--- src/rtl/bcg_pkg.sv ---
package bcg_pkg;
  localparam int unsigned LEN_CODE_W = 3;
  localparam logic [LEN_CODE_W-1:0] LEN_FULL = 3'd7;
  localparam int unsigned MAX_FIN_LOG = 3;
  typedef enum logic {ORD_SEQ = 1'b0, ORD_ILV = 1'b1} order_e;
endpackage

--- src/rtl/bcg_len_decode.sv ---
module bcg_len_decode
  import bcg_pkg::*;
#(
  parameter int unsigned COL_W = 8
) (
  input  logic [LEN_CODE_W-1:0] len_code,
  input  logic                  ilv,
  output logic [COL_W-1:0]      wrap_mask,
  output logic                  full_page
);
  always_comb begin
    wrap_mask = '0;
    full_page = 1'b0;
    if (len_code == LEN_FULL && !ilv) begin
      wrap_mask = '1;
      full_page = 1'b1;
    end else if (32'(len_code) <= MAX_FIN_LOG) begin
      wrap_mask = COL_W'((1 << len_code) - 1);
    end
  end
endmodule

--- src/rtl/bcg_addr_map.sv ---
module bcg_addr_map
  import bcg_pkg::*;
#(
  parameter int unsigned COL_W = 8
) (
  input  logic [COL_W-1:0] base,
  input  logic [COL_W-1:0] beat,
  input  logic [COL_W-1:0] wrap_mask,
  input  order_e           order,
  output logic [COL_W-1:0] addr
);
  logic [COL_W-1:0] seq_low;
  always_comb begin
    seq_low = (base + beat) & wrap_mask;
    if (order == ORD_ILV) addr = base ^ (beat & wrap_mask);
    else                  addr = (base & ~wrap_mask) | seq_low;
  end
endmodule

--- src/rtl/bcg_beat_ctrl.sv ---
module bcg_beat_ctrl
  import bcg_pkg::*;
#(
  parameter int unsigned COL_W = 8
) (
  input  logic             clk,
  input  logic             rst_n,
  input  logic             go,
  input  logic [COL_W-1:0] go_col,
  input  logic [COL_W-1:0] go_mask,
  input  logic             go_full,
  input  order_e           go_order,
  input  logic             stop,
  input  logic             ready,
  output logic             active,
  output logic             last,
  output logic [COL_W-1:0] base,
  output logic [COL_W-1:0] beat,
  output logic [COL_W-1:0] wrap_mask,
  output order_e           order
);
  logic full_q;

  assign last = active && !full_q && (beat == wrap_mask);

  always_ff @(posedge clk) begin
    if (!rst_n) begin
      active    <= 1'b0;
      full_q    <= 1'b0;
      base      <= '0;
      beat      <= '0;
      wrap_mask <= '0;
      order     <= ORD_SEQ;
    end else if (go) begin
      active    <= 1'b1;
      full_q    <= go_full;
      base      <= go_col;
      beat      <= '0;
      wrap_mask <= go_mask;
      order     <= go_order;
    end else if (stop) begin
      active <= 1'b0;
    end else if (active && ready) begin
      if (last) active <= 1'b0;
      else      beat   <= beat + 1'b1;
    end
  end

  // an accepted final beat with no new command ends the burst
  assert_last_ends_R7: assert property (@(posedge clk) disable iff (!rst_n)
    (last && ready && !go) |=> !active);

  // terminate without a new command clears the burst
  assert_stop_clears_R8: assert property (@(posedge clk) disable iff (!rst_n)
    (stop && !go) |=> !active);
endmodule

--- src/rtl/burst_col_gen.sv ---
module burst_col_gen
  import bcg_pkg::*;
#(
  parameter int unsigned COL_W = 8
) (
  input  logic                  clk,
  input  logic                  rst_n,
  input  logic                  burst_go,
  input  logic [COL_W-1:0]      start_col,
  input  logic [LEN_CODE_W-1:0] burst_len,
  input  logic                  interleave,
  input  logic                  burst_stop,
  input  logic                  col_ready,
  output logic                  col_valid,
  output logic [COL_W-1:0]      col_addr,
  output logic                  col_last
);
  logic [COL_W-1:0] dec_mask, base, beat, wrap_mask;
  logic             dec_full, active, last;
  order_e           order;

  bcg_len_decode #(.COL_W(COL_W)) u_dec (
    .len_code(burst_len), .ilv(interleave),
    .wrap_mask(dec_mask), .full_page(dec_full)
  );

  bcg_beat_ctrl #(.COL_W(COL_W)) u_ctrl (
    .clk(clk), .rst_n(rst_n), .go(burst_go), .go_col(start_col),
    .go_mask(dec_mask), .go_full(dec_full),
    .go_order(interleave ? ORD_ILV : ORD_SEQ),
    .stop(burst_stop), .ready(col_ready),
    .active(active), .last(last), .base(base), .beat(beat),
    .wrap_mask(wrap_mask), .order(order)
  );

  bcg_addr_map #(.COL_W(COL_W)) u_map (
    .base(base), .beat(beat), .wrap_mask(wrap_mask),
    .order(order), .addr(col_addr)
  );

  assign col_valid = active;
  assign col_last  = last;

  // nothing valid straight after reset
  assert_idle_after_reset_R1: assert property (@(posedge clk)
    !rst_n |=> (!col_valid && !col_last));

  // a command shows its own column on the next cycle
  assert_first_beat_R2: assert property (@(posedge clk) disable iff (!rst_n)
    burst_go |=> (col_valid && col_addr == $past(start_col)));

  // a stalled beat holds
  assert_stall_hold_R10: assert property (@(posedge clk) disable iff (!rst_n)
    (col_valid && !col_ready && !burst_go && !burst_stop) |=>
      (col_valid && $stable(col_addr) && $stable(col_last)));

  // last flag only on a presented beat
  assert_last_valid_R7: assert property (@(posedge clk) disable iff (!rst_n)
    col_last |-> col_valid);
endmodule

--- config.mk ---
export PLATFORM = sky130hd
export DESIGN_NAME = burst_col_gen
export DESIGN_NICKNAME = d
export VERILOG_FILES = /design/src/rtl/bcg_pkg.sv /design/src/rtl/bcg_len_decode.sv /design/src/rtl/bcg_addr_map.sv /design/src/rtl/bcg_beat_ctrl.sv /design/src/rtl/burst_col_gen.sv
export SDC_FILE = /design/constraint.sdc
export NUM_CORES = 1
export LEC_CHECK = 0
export ABC_CLOCK_PERIOD_IN_PS = 1980
export BUFFER_PORTS_ARGS = -buffer_cell sky130_fd_sc_hd__buf_2
export CAP_MARGIN = 15
export CELL_PAD_IN_SITES_DETAIL_PLACEMENT = 0
export CELL_PAD_IN_SITES_GLOBAL_PLACEMENT = 1
export CORE_MARGIN = 5
export CORE_UTILIZATION = 41
export CTS_BUF_LIST = sky130_fd_sc_hd__clkbuf_2 sky130_fd_sc_hd__clkbuf_4 sky130_fd_sc_hd__clkbuf_8
export DETAILED_ROUTE_END_ITERATION = 8
export PLACE_DENSITY_LB_ADDON = 0.1
export SLEW_MARGIN = 20
export SYNTH_ARGS = -nofsm -noshare
export SYNTH_HDL_FRONTEND = slang
export SYNTH_HIERARCHICAL = 1
export SYNTH_SLANG_ARGS = --single-unit
--- constraint.sdc ---
create_clock -name clk -period 1.98 [get_ports clk]
set_input_delay 0.198 -clock clk [delete_from_list [all_inputs] [get_ports clk]]
set_output_delay 0.198 -clock clk [all_outputs]
set_load 0.005 [all_outputs]
==> flow_summary.ini <==
[global_routing]
grt_overflow_total = 0
grt_max_degree = 21
track_usage = 0.170
antenna_found_initial = 0
grt_pass1_vias = 1736
grt_pass1_wl_mm = 8.42

[power_and_ir_drop]
switching_share = 0.264
p_sw_uw = 301
p_seq_frac = 0.513
intPower_uw = 842
leakage_uw = 0.00105
power.share.combinational = 0.207
clockPowerShare = 0.280
finalPower_uw = 1140
peakVddDrop_uv = 459
power.density_nw_per_um2 = 480

[setup_path]
r2r_cells = 6
critPathKind = reg2out
path_max_fanout = 2
rrSetupSlack_ns = 0.10
worstSetupEndpointType = output pin
cp.arrival_ns = 2.03
required_ns = 1.78
start_kind = flop

[clock_tree]
cts_max_level = 1
clockRootBuffer = clkbuf_8
clkTransAtPathRegs_ns = 0.09
cts_buffer_depth = 2
cts_tree = yes
cts.sinks = 27
cts_buffers = 3
cts_hold_buf = 0
clk_latency_ns = 0.27

[timing]
fin_crit_ns = 2.23
rsz0062_at_grt = yes
fin_skew_ns = 0.00555
tns_ns = -1.09
clock.fmax_mhz = 448
fin_hold_ws_ns = 0.141
tightestPinTransition_ns = 0.421
maxSlewHeadroom = 0.717
setup_viol = 5
setup_slack_ns = -0.251
finalHoldViolCount = 0
fin_crit_sh = 1.13
slew_violations = 0

[yosys]
synth_top_area_share = 0.283
synth_edf_count = 0
synth_nets = 242
synth_cells = 215
synth_top_area_cell = dfxtp_1
yosys-top-cells-area = dfxtp_1, mux2i_1, nor2b_1
synth_area_sq_um = 1910
yosys_warnings = 6
ys_async_sr_fraction = 0
avgSynthCellArea_sq_um = 8.87
synth_commonest_cells = dfxtp_1, nor2b_1, mux2i_1
ys_ff_latch = 27
ys.flop_type = dfxtp_1
ys_types = 55
yosysMostFrequentCell = dfxtp_1
yosysSeqAreaShare = 0.283

[hold_path]
hold_class = in2reg
whs_path_depth = 2

[detailed_routing]
dr.first_iter.drc_count = 60
wire_per_inst_um = 16.2
drc = 0
vias = 1740
dr.pass1.iters = 4
drtAntennaViolNets = 0
routed_via_density = 5.58
drt_wl_total_mm = 5.05

[layout]
regArea_sq_um = 552
fillers = 438
layout-drive-gt1-share = 0.354
nets = 288
post-route-util = 0.536
multi_input_comb_area_sq_um = 1360
syn_to_final_growth_pct = 24.9
antenna_cells = 0

[place]
hpwl_mm = 3.82
port_buffers = 26
post-place-ws_ns = -0.0362
gp_congestion = 0.884

[die]
die-height_um = 78.2
core_sq_um = 4440
dieArea_sq_um = 6120
row_count = 24
ios = 27
start_util = 0.429
die_x_um = 78.2

[run_status]
violations = setup timing
status = finished with violations

[flow_run]
maxCapViolations = 0
[state kept, by name, indices dropped and copies added (netlist names)]
name              count
u_ctrl/active         1
u_ctrl/base           8
u_ctrl/beat           8
u_ctrl/full_q         1
u_ctrl/order          1
u_ctrl/wrap_mask      8
[path summary, 6_finish.rpt]
check	endpoint	startpoint
worst min register to register	u_ctrl/base[7]	u_ctrl/base[7]
worst max-delay path	col_addr[6]	u_ctrl/beat[0]
worst max register to register	u_ctrl/beat[3]	u_ctrl/beat[0]
worst min-delay path	u_ctrl/active	col_ready
[per-layer routing]
layer,share of wire,vias to the layer above,track usage
met5,0,-,0
met4,0.018,0,0.0385
met3,0.041,8,0.0343
met2,0.46,41,0.274
met1,0.48,819,0.235
li1,-,872,-
[layout by cell type, fill, tap and decap left out, types with 2 or more instances in the layout]
cell,n
buf_2,26
buf_4,24
nor2b_1,20
dfxtp_1,20
mux2i_1,18
o21ai_0,15
xor2_1,10
nand2_1,10
a21oi_1,9
nand3_1,9
inv_1,6
dfxtp_2,6
nor2_1,5
or3_1,4
a31oi_1,4
ha_1,4
a21oi_2,4
clkbuf_8,3
xnor2_1,3
a21o_1,3
and4b_1,3
nand2b_1,3
ha_4,3
or3_2,2
a211o_1,2
nand3b_1,2
o31a_1,2
o22ai_1,2
a31o_2,2
ha_2,2
buf_6,2
[cell type report]
type,instances,share of cell area
tap,52,0.0273
inverter,7,0.0110
multi-input combinational,170,0.570
sequential,27,0.232
timing repair buffer,52,0.140
clock buffer,4,0.0205
[per-stage QoR]
step / cells / instance area [sq um]
after CTS: 312 / 2350
after global placement: 305 / 2200
after floorplan: 215 / 1910
after detailed placement: 305 / 2200
final: 312 / 2380
after global routing: 312 / 2380
[critical path, stage by stage, from the launching register on]
cell     delay [ns]
dfxtp_2        0.35
ha_4           0.16
inv_2          0.06
fa_2           0.23
nor2b_4        0.05
o31a_1         0.30
o31ai_2        0.20
xnor2_1        0.15
a31o_1         0.17
buf_2          0.12
[cells by family after synthesis]
| group | count (synthesis) | share of synthesized area |
|---|---|---|
| buffers and inverters | 18 | 0.0538 |
| and+or+nand+nor | 72 | 0.235 |
| muxes | 19 | 0.100 |
| adders and majority gates | 10 | 0.0695 |
| xor gates and xnor gates | 14 | 0.0682 |
| DFF | 27 | 0.283 |
| AOI/OAI and AO/OA | 55 | 0.190 |
[power by group through the flow]
stage	Sequential (uW)	Combinational (uW)	Clock, uW
floorplan	593	146	0
global placement	596	215	0
detailed placement	597	221	0
CTS	586	230	335
global route	590	260	362
finish	587	237	320
[timing repair]
item / in CTS / in global routing
setup buffers: 3 / 0
setup endpoints to repair: 5 / 8
resized for setup: 20 / 8
pin swaps: 18 / 9
hold endpoints to repair: 0 / 0
No activity file was read; power rests on OpenSTA's default activity.
